--- src/rtl/pred_pkg.sv ---
package pred_pkg;

    typedef enum logic [2:0] {
        CC_EQ = 3'd0,
        CC_NE = 3'd1,
        CC_LT = 3'd2,
        CC_LE = 3'd3,
        CC_GT = 3'd4,
        CC_GE = 3'd5
    } cc_e;

endpackage

--- src/rtl/pred_cmp.sv ---
module pred_cmp #(
    parameter int DW = 64
) (
    input  logic [2:0]    cond,
    input  logic [DW-1:0] a,
    input  logic [DW-1:0] b,
    output logic          res
);
    import pred_pkg::*;

    logic sa_eq;
    logic sa_lt;

    always_comb begin
        sa_eq = (a == b);
        sa_lt = ($signed(a) < $signed(b));
    end

    always_comb begin
        unique case (cond)
            CC_EQ:   res = sa_eq;
            CC_NE:   res = !sa_eq;
            CC_LT:   res = sa_lt;
            CC_LE:   res = sa_lt || sa_eq;
            CC_GT:   res = !(sa_lt || sa_eq);
            CC_GE:   res = !sa_lt;
            default: res = 1'b0;
        endcase
    end

endmodule

--- src/rtl/pred_file.sv ---
module pred_file #(
    parameter int NPRED = 64,
    localparam int IW = $clog2(NPRED)
) (
    input  logic             clk,
    input  logic             rst_n,
    input  logic             wr_en,
    input  logic [IW-1:0]    wr_t,
    input  logic [IW-1:0]    wr_f,
    input  logic             wr_val,
    input  logic [IW-1:0]    rd_idx,
    output logic             rd_val,
    output logic [NPRED-1:0] pred_q
);
    logic [NPRED-1:0] pred_d;

    // Next contents; complement is applied second so it wins on equal indices.
    always_comb begin
        pred_d = pred_q;
        if (wr_en) begin
            pred_d[wr_t] = wr_val;
            pred_d[wr_f] = !wr_val;
        end
        pred_d[0] = 1'b1;
    end

    generate
        for (genvar gi = 0; gi < NPRED; gi++) begin : g_ent
            if (gi == 0) begin : g_hard
                assign pred_q[gi] = 1'b1;
            end else begin : g_reg
                always_ff @(posedge clk) begin
                    if (!rst_n) pred_q[gi] <= 1'b0;
                    else        pred_q[gi] <= pred_d[gi];
                end
            end
        end
    endgenerate

    // Bypassed read: a same-cycle write is visible to the reader.
    assign rd_val = pred_d[rd_idx];

    assert_pair_complement_R3: assert property (@(posedge clk) disable iff (!rst_n)
        (wr_en && wr_t != wr_f && wr_t != '0 && wr_f != '0)
        |=> (pred_q[$past(wr_t)] != pred_q[$past(wr_f)]));

    assert_same_dst_inverted_R5: assert property (@(posedge clk) disable iff (!rst_n)
        (wr_en && wr_t == wr_f && wr_f != '0)
        |=> (pred_q[$past(wr_f)] == !$past(wr_val)));

    assert_idle_holds_R9: assert property (@(posedge clk) disable iff (!rst_n)
        !wr_en |=> $stable(pred_q));

endmodule

--- src/rtl/pred_gate.sv ---
module pred_gate (
    input  logic clk,
    input  logic rst_n,
    input  logic ins_valid,
    input  logic qp_val,
    output logic commit
);
    assign commit = ins_valid && qp_val;

    assert_no_commit_idle_R10: assert property (@(posedge clk) disable iff (!rst_n)
        !ins_valid |-> !commit);

    assert_commit_needs_pred_R7: assert property (@(posedge clk) disable iff (!rst_n)
        commit |-> qp_val);

endmodule

--- src/rtl/pred_nullify_unit.sv ---
module pred_nullify_unit #(
    parameter int NPRED = 64,
    parameter int DW    = 64,
    localparam int IW   = $clog2(NPRED)
) (
    input  logic             clk,
    input  logic             rst_n,
    input  logic             cmp_valid,
    input  logic [2:0]       cmp_cond,
    input  logic [DW-1:0]    cmp_a,
    input  logic [DW-1:0]    cmp_b,
    input  logic [IW-1:0]    cmp_dst_t,
    input  logic [IW-1:0]    cmp_dst_f,
    input  logic             ins_valid,
    input  logic [IW-1:0]    ins_qp,
    output logic             ins_pred,
    output logic             ins_commit,
    output logic [NPRED-1:0] pred_bits
);
    logic cmp_res;

    pred_cmp #(.DW(DW)) u_cmp (
        .cond (cmp_cond),
        .a    (cmp_a),
        .b    (cmp_b),
        .res  (cmp_res)
    );

    pred_file #(.NPRED(NPRED)) u_file (
        .clk    (clk),
        .rst_n  (rst_n),
        .wr_en  (cmp_valid),
        .wr_t   (cmp_dst_t),
        .wr_f   (cmp_dst_f),
        .wr_val (cmp_res),
        .rd_idx (ins_qp),
        .rd_val (ins_pred),
        .pred_q (pred_bits)
    );

    pred_gate u_gate (
        .clk       (clk),
        .rst_n     (rst_n),
        .ins_valid (ins_valid),
        .qp_val    (ins_pred),
        .commit    (ins_commit)
    );

    assert_p0_commits_R6: assert property (@(posedge clk) disable iff (!rst_n)
        (ins_valid && ins_qp == '0) |-> ins_commit);

    assert_fwd_true_R8: assert property (@(posedge clk) disable iff (!rst_n)
        (cmp_valid && ins_qp == cmp_dst_t && cmp_dst_t != cmp_dst_f && ins_qp != '0)
        |-> (ins_pred == cmp_res));

    assert_fwd_false_R8: assert property (@(posedge clk) disable iff (!rst_n)
        (cmp_valid && ins_qp == cmp_dst_f && ins_qp != '0)
        |-> (ins_pred == !cmp_res));

endmodule

--- config.mk ---
export PLATFORM = sky130hd
export DESIGN_NAME = pred_nullify_unit
export DESIGN_NICKNAME = d
export VERILOG_FILES = /design/src/rtl/pred_pkg.sv /design/src/rtl/pred_cmp.sv /design/src/rtl/pred_file.sv /design/src/rtl/pred_gate.sv /design/src/rtl/pred_nullify_unit.sv
export SDC_FILE = /design/constraint.sdc
export NUM_CORES = 1
export LEC_CHECK = 0
export BUFFER_PORTS_ARGS = -buffer_cell sky130_fd_sc_hd__buf_2
export CORE_AREA = 5 5 116 118
export DETAILED_ROUTE_END_ITERATION = 10
export DIE_AREA = 0 0 121 123
export GPL_ROUTABILITY_DRIVEN = 0
export MAX_ROUTING_LAYER = met4
export PLACE_DENSITY = 0.87
export SLEW_MARGIN = 20
export SYNTH_ARGS = -nofsm -noshare
export SYNTH_HDL_FRONTEND = slang
export SYNTH_SLANG_ARGS = --single-unit
--- constraint.sdc ---
create_clock -name clk -period 7.99 [get_ports clk]
set_clock_uncertainty 0.1 [all_clocks]
set_input_delay 0.3995 -clock clk [delete_from_list [all_inputs] [get_ports clk]]
set_output_delay 0.3995 -clock clk [all_outputs]
set_load 0.01 [all_outputs]
==> results of run 1 <==
-- logic make-up after synthesis --
kind of cell | after synthesis | share of synthesized area
buffers and inverters | 136 | 0.0777
other | 1 | 0.000548
AO/OA/AOI/OAI | 259 | 0.242
adder cells (fa/ha/maj) | 65 | 0.118
multiplexers | 29 | 0.0477
XOR/XNOR | 1 | 0.00128
AND/OR/NAND/NOR | 461 | 0.328
flip-flops | 63 | 0.184
-- placed cells by master (no fill, tap or decap), drive strengths merged, types with 5 or more instances in the layout --
master and instances:
mux2i 18, nor3b 6, and3 10, nand4 24
ha 64, or2 9, a211oi 20, o311a 5
buf 223, mux2 9, a31oi 15, o21ai 57
clkbuf 11, o2111ai 5, nor2 146, nor3 32
o211ai 10, inv 75, nand2b 9, and2 14
a221oi 5, nand3 34, or3 11, nand3b 6
nor4 23, nor2b 6, a21oi 81, dfxtp 63
o22ai 12, and4 9, and3b 6, a2111oi 9
nand2 109
-- through the flow --
step	util	area, sq um	std cells	total power [mW]
after global placement	0.644	7970	1350	0.612
after floorplan	-	6840	1015	0.519
after detailed placement	0.644	7970	1350	0.619
final	0.668	8260	1367	0.993
after CTS	0.667	8240	1366	0.985
after global routing	0.668	8260	1367	1.03
-- worst reg2reg max path: stages, from the launching register on --
cell and delay [ns]:
dfxtp_1 0.30, a221oi_1 0.71, nor2_1 0.07
-- routing by layer --
layer | part of all wire | wire [microns] | vias to the layer above
li1 | - | - | 4055
met1 | 0.36 | 9470 | 3877
met2 | 0.42 | 11100 | 760
met3 | 0.14 | 3740 | 222
met4 | 0.073 | 1920 | 0
met5 | 0 | 0 | -
-- area by class of cell --
class                   count  area share
multi-input cells         816       0.616
flip-flops and latches     63       0.153
repair buffers            223       0.137
inverters                  76      0.0346
clock buffers              11      0.0294
well taps                 172      0.0261
clock inverters             5     0.00409
diodes                      1    0.000303
-- worst max-delay path by stage --
stage	startpoint	endpoint	slack, ns	depth (start not counted)
finish	cmp_a[14]	ins_commit	1.80	17
floorplan	cmp_b[14]	ins_commit	3.14	16
global route	cmp_b[63]	ins_commit	1.47	18
detailed placement	cmp_a[14]	ins_commit	1.91	17
CTS	cmp_b[63]	ins_commit	1.89	18
global placement	cmp_b[63]	ins_commit	1.97	18
-- report_power, final --
| group | switching (mW) | total, mW | internal [mW] |
|---|---|---|---|
| sequential | 0.00474 | 0.325 | 0.320 |
| clock | 0.150 | 0.368 | 0.218 |
| combinational | 0.192 | 0.301 | 0.109 |
==> run_results.csv, run 1 <==
group,metric,value,unit
status,status,"finished, violations left",
status,violations,"design-rule violations",
drt,viasPerCell,6.52,
grt,grt_use_met3,0.0887,
sta,rsz0062_at_grt,"false",
grt,grt_pass1_vias,8260,
floorplanning,ios,219,
sta,slew_viol_final,0,
drt,post_drt_wl_per_cell,19.2,microns
floorplanning,die_w,121,microns
grt,grt_max_degree,49,
min_path,worstHoldPathType,"primary input to register",
sta,setup_violations,0,
grt,grt_pass1_wl,40.3,mm
grt,top_usage_layer,"met2",
drt,drt_iter0_markers,1334,
cells_and_area,finalNetCount,1406,
cells_and_area,multi_input_area,0.00508,sq mm
grt,gr-usage-all-layers,0.348,
yosys,yosysSeqAreaShare,0.184,
worst_setup_path,slowest_delay,0.72,ns
worst_setup_path,crit_chain,"buf_2 -> ha_1 -> a21oi_1 -> nand2_1 -> a221o_1 -> or3_4 -> a311oi_4 -> nand3_1 -> a32oi_4 -> buf_4 -> a2111oi_0 -> a311o_1 -> mux4_2 -> or3_1 -> and4_4 -> nor4b_2 -> buf_2",
worst_setup_path,slowest_stage,"a32oi_4",
cells_and_area,largest_reg_flops,63,
drt,drt_first_pass_iters,11,
place,dp_hpwl,19.6,mm
yosys,synth.yosys.warnings,0,
yosys,syn_nets,1232,
grt,grt_util_met1,0.407,
drt,num_vias,8914,
worst_setup_path,end_kind,"output port",
yosys,yosys.area.top_type,"dfxtp_1",
sta,slew_headroom,0.344,
floorplanning,die_area,0.0149,sq mm
power,powerDensity,120,mW/mm^2
sta,whs,0.364,ns
grt,grt_antenna_before_repair,1,
worst_setup_path,reg2reg_from,"u_file.pred_q[39]",
clock_tree,cts_tree,"built",
worst_setup_path,path_class,"primary input to output port",
worst_setup_path,critical-path-top-delay-family,"compound AO/OA/AOI/OAI gates",
worst_setup_path,crit_top_cell,"buf_2",
sta,worstMarginPinSlew,0.978,ns
yosys,avgSynthCellArea,6.74,sq um
clock_tree,insertion_delay,0.34,ns
worst_setup_path,r2r_setup_slack,6.67,ns
worst_setup_path,cp-start-kind,"primary input",
drt,drc,18,
cells_and_area,reg.largest.list,"u_file.pred_q (63)",
clock_tree,ctsHoldBuffers,0,
min_path,hold_depth,2,
worst_setup_path,worstPathMaxFanout,35,
min_path,worstHoldEndpoint,"u_file.pred_q[27]",
cells_and_area,syn_to_final_growth,20.7,%
yosys,netlist_instances,1015,
min_path,holdCritStartpoint,"rst_n",
floorplanning,initial_core_util,0.553,
run,max_cap_viol_count,0,
worst_setup_path,cp_num_buf_inv,3,
worst_setup_path,r2r_cells,2,
worst_setup_path,cp_data_arrival_time,5.69,ns
place,port_buffers,217,
sta,setup_ws,1.80,ns
worst_setup_path,rr_endpoint,"u_file.pred_q[39]",
yosys,ys_async_sr_fraction,0,
worst_setup_path,crit_required,7.49,ns
yosys,ys_top_cells_by_area,"dfxtp_1 (18%), ha_1 (12%), nor2_1 (8.0%), nand2_1 (6.0%), a21oi_1 (5.9%)",
clock_tree,cts_setup_buffers,0,
yosys,synth.distinct_cells,69,
yosys,synth_most_common_cell,"nor2_1",
power,max-vdd-ir-drop,121,uV
drt,wl,26.2,mm
clock_tree,cts_root_buffer,"clkbuf_16",
floorplanning,core_area,0.0124,sq mm
yosys,ys_ff_latch,63,
clock_tree,htreeDepth,3,
clock_tree,cts_buffers,9,
clock_tree,clk_pin_slew_worst_paths,0.05,ns
grt,grt_overflow,0,
drt,antenna_left,0,
floorplanning,rows,41,
place,place_ws,1.91,ns
clock_tree,cts_resized,0,
sta,finalSetupTns,0,ns
cells_and_area,regArea,0.00126,sq mm
sta,finalHoldViolCount,0,
yosys,synth_top_area_share,0.184,
yosys,synth_edf_count,0,
power,p_leak,3.76,nW
sta,final.period_utilization,0.775,
yosys,synthesis.area,0.00684,sq mm
clock_tree,clockBufferDepth,2,
cells_and_area,largest-register,"u_file.pred_q",
yosys,yosys_most_used_dff,"dfxtp_1",
floorplanning,die_h,123,microns
grt,gr-usage-met2,0.539,
sta,finalCriticalPeriod,6.19,ns
cells_and_area,fill_cells,1085,
clock_tree,cts.sinks,63,
cells_and_area,drive_above_1_share,0.221,
sta,max_freq,162,MHz
yosys,synth_commonest_cells,"nor2_1 (146), nand2_1 (109), a21oi_1 (81)",
Power figures use the tool's default switching activity.
==> run 2: changes to the inputs <==
--- a/config.mk
+++ b/config.mk
@@ -6,12 +6,12 @@
 export NUM_CORES = 1
 export LEC_CHECK = 0
 export BUFFER_PORTS_ARGS = -buffer_cell sky130_fd_sc_hd__buf_2
-export CORE_AREA = 5 5 116 118
+export CORE_AREA = 5 5 126 128
 export DETAILED_ROUTE_END_ITERATION = 10
-export DIE_AREA = 0 0 121 123
+export DIE_AREA = 0 0 131 133
 export GPL_ROUTABILITY_DRIVEN = 0
 export MAX_ROUTING_LAYER = met4
-export PLACE_DENSITY = 0.87
+export PLACE_DENSITY = 0.78
 export SLEW_MARGIN = 20
 export SYNTH_ARGS = -nofsm -noshare
 export SYNTH_HDL_FRONTEND = slang
==> constraint.sdc (replaced) <==
create_clock -name clk -period 5.35 [get_ports clk]
set_clock_uncertainty 0.1 [all_clocks]
set_input_delay 0.2675 -clock clk [delete_from_list [all_inputs] [get_ports clk]]
set_output_delay 0.2675 -clock clk [all_outputs]
set_load 0.01 [all_outputs]
==> run_results.csv, run 2 (synthesis results as in run 1) <==
group,metric,value,unit
sta,finalSetupTns,0,ns
cells_and_area,multi_input_area,0.00508,sq mm
floorplanning,core_area,0.0148,sq mm
cells_and_area,regArea,0.00126,sq mm
cells_and_area,fill_cells,1415,
grt,top_usage_layer,"met2",
sta,setup_violations,0,
min_path,worstHoldPathType,"primary input to register",
drt,viasPerCell,6.37,
grt,grt_overflow,0,
cells_and_area,largest-register,"u_file.pred_q",
sta,max_freq,196,MHz
worst_setup_path,slowest_stage,"a221oi_1",
power,powerDensity,182,mW/mm^2
power,max-vdd-ir-drop,170,uV
place,dpl-instance-area,0.00809,sq mm
worst_setup_path,cp-start-kind,"primary input",
cells_and_area,largest_reg_flops,63,
floorplanning,initial_core_util,0.464,
power,p_leak,3.84,nW
floorplanning,die_area,0.0174,sq mm
clock_tree,cts.sinks,63,
grt,grt_use_met3,0.0904,
clock_tree,cts_tree,"built",
worst_setup_path,crit_chain,"buf_2 -> ha_1 -> a21oi_1 -> nand2_1 -> a221o_1 -> or3_4 -> a311oi_4 -> nand3_1 -> a32oi_4 -> buf_4 -> nor3_1 -> a221oi_1 -> o311ai_0 -> o31ai_1 -> and4_4 -> nor3_1 -> buf_2",
grt,grt_max_degree,51,
worst_setup_path,worstPathMaxFanout,14,
sta,rsz0062_at_grt,"false",
grt,grt_pass1_vias,8094,
place,port_buffers,217,
cells_and_area,layout_common_cells,"buf_2 (217), nor2_1 (146), nand2_1 (109), a21oi_1 (81), inv_1 (75)",
drt,antenna_left,0,
grt,grt_pass1_wl,41.4,mm
floorplanning,die_h,133,microns
sta,final.period_utilization,0.956,
sta,finalCriticalPeriod,5.11,ns
worst_setup_path,cp_data_arrival_time,4.75,ns
clock_tree,htreeDepth,3,
sta,slew_viol_final,0,
clock_tree,clockBufferDepth,2,
clock_tree,insertion_delay,0.34,ns
status,status,"finished, final reports clean",
drt,num_vias,8886,
worst_setup_path,critical-path-top-delay-family,"compound AO/OA/AOI/OAI gates",
sta,worstMarginPinSlew,1.08,ns
run,max_cap_viol_count,0,
grt,gr-usage-all-layers,0.310,
worst_setup_path,end_kind,"output port",
cells_and_area,syn_to_final_growth,22.8,%
drt,drt_first_pass_iters,7,
sta,slew_headroom,0.277,
grt,grt_antenna_before_repair,2,
cells_and_area,final_util,0.569,
grt,grt_util_met1,0.358,
worst_setup_path,crit_required,4.98,ns
cells_and_area,drive_above_1_share,0.227,
floorplanning,rows,45,
drt,wl,27.6,mm
sta,finalHoldViolCount,0,
floorplanning,ios,219,
cells_and_area,final_common_cell,"buf_2",
worst_setup_path,path_class,"primary input to output port",
worst_setup_path,cp_num_buf_inv,3,
place,dp_hpwl,21.0,mm
cells_and_area,fin_area,0.00840,sq mm
clock_tree,clk_pin_slew_worst_paths,0.06,ns
drt,drc,0,
drt,drt_iter0_markers,1309,
grt,gr-usage-met2,0.472,
drt,post_drt_wl_per_cell,19.8,microns
cells_and_area,reg.largest.list,"u_file.pred_q (63)",
floorplanning,die_w,131,microns
cells_and_area,finalNetCount,1417,
clock_tree,cts_root_buffer,"clkbuf_16",
worst_setup_path,slowest_delay,0.68,ns
clock_tree,cts_buffers,9,
==> run 2: cell type report <==
type | instances | share of cell area
Multi-Input combinational cell | 816 | 0.604
Timing Repair Buffer | 234 | 0.147
Clock inverter | 2 | 0.00149
Antenna cell | 3 | 0.000894
Clock buffer | 14 | 0.0338
Tap cell | 188 | 0.0280
Sequential cell | 63 | 0.150
Inverter | 76 | 0.0340
==> run 2: report_power, final <==
part	internal, mW	total, mW	leakage (nW)	switching, mW
sequential	0.478	0.486	0.509	0.00743
clock	0.363	0.576	0.145	0.213
combinational	0.176	0.471	3.18	0.295
total	1.02	1.53	3.84	0.516
==> run 2: through the flow <==
step	std cells	power (mW)	hold WS, ns	worst slack, ns
6_report	1396	1.53	0.244	0.237
5_1_grt	1395	1.60	0.244	0.0173
4_1_cts	1393	1.52	0.221	0.260
3_5_place_dp	1377	0.948	0.401	0.271
3_3_place_gp	1377	0.939	0.392	0.388
2_1_floorplan	1015	0.775	0.289	0.766
==> run 2: per-layer routing <==
metal / share of wire / wire length, microns
met5: 0 / 0
met4: 0.067 / 1840
met3: 0.15 / 4110
met2: 0.43 / 11900
met1: 0.35 / 9770
==> run 2: worst paths after layout <==
| path | from | endpoint | slack, ns | cells past startpoint |
|---|---|---|---|---|
| worst max-delay path | cmp_a[14] | ins_pred | 0.24 | 17 |
| worst min-delay path | rst_n | u_file.pred_q[45] | 0.24 | 2 |
| worst max register to register | u_file.pred_q[39] | u_file.pred_q[39] | 3.94 | 2 |
| worst min register to register | u_file.pred_q[10] | u_file.pred_q[10] | 0.41 | 2 |
==> run 2: timing repair <==
action,in CTS,in global routing
gates resized for setup,0,1
hold buffers,0,0
setup buffers,0,0
setup endpoints to repair,0,2
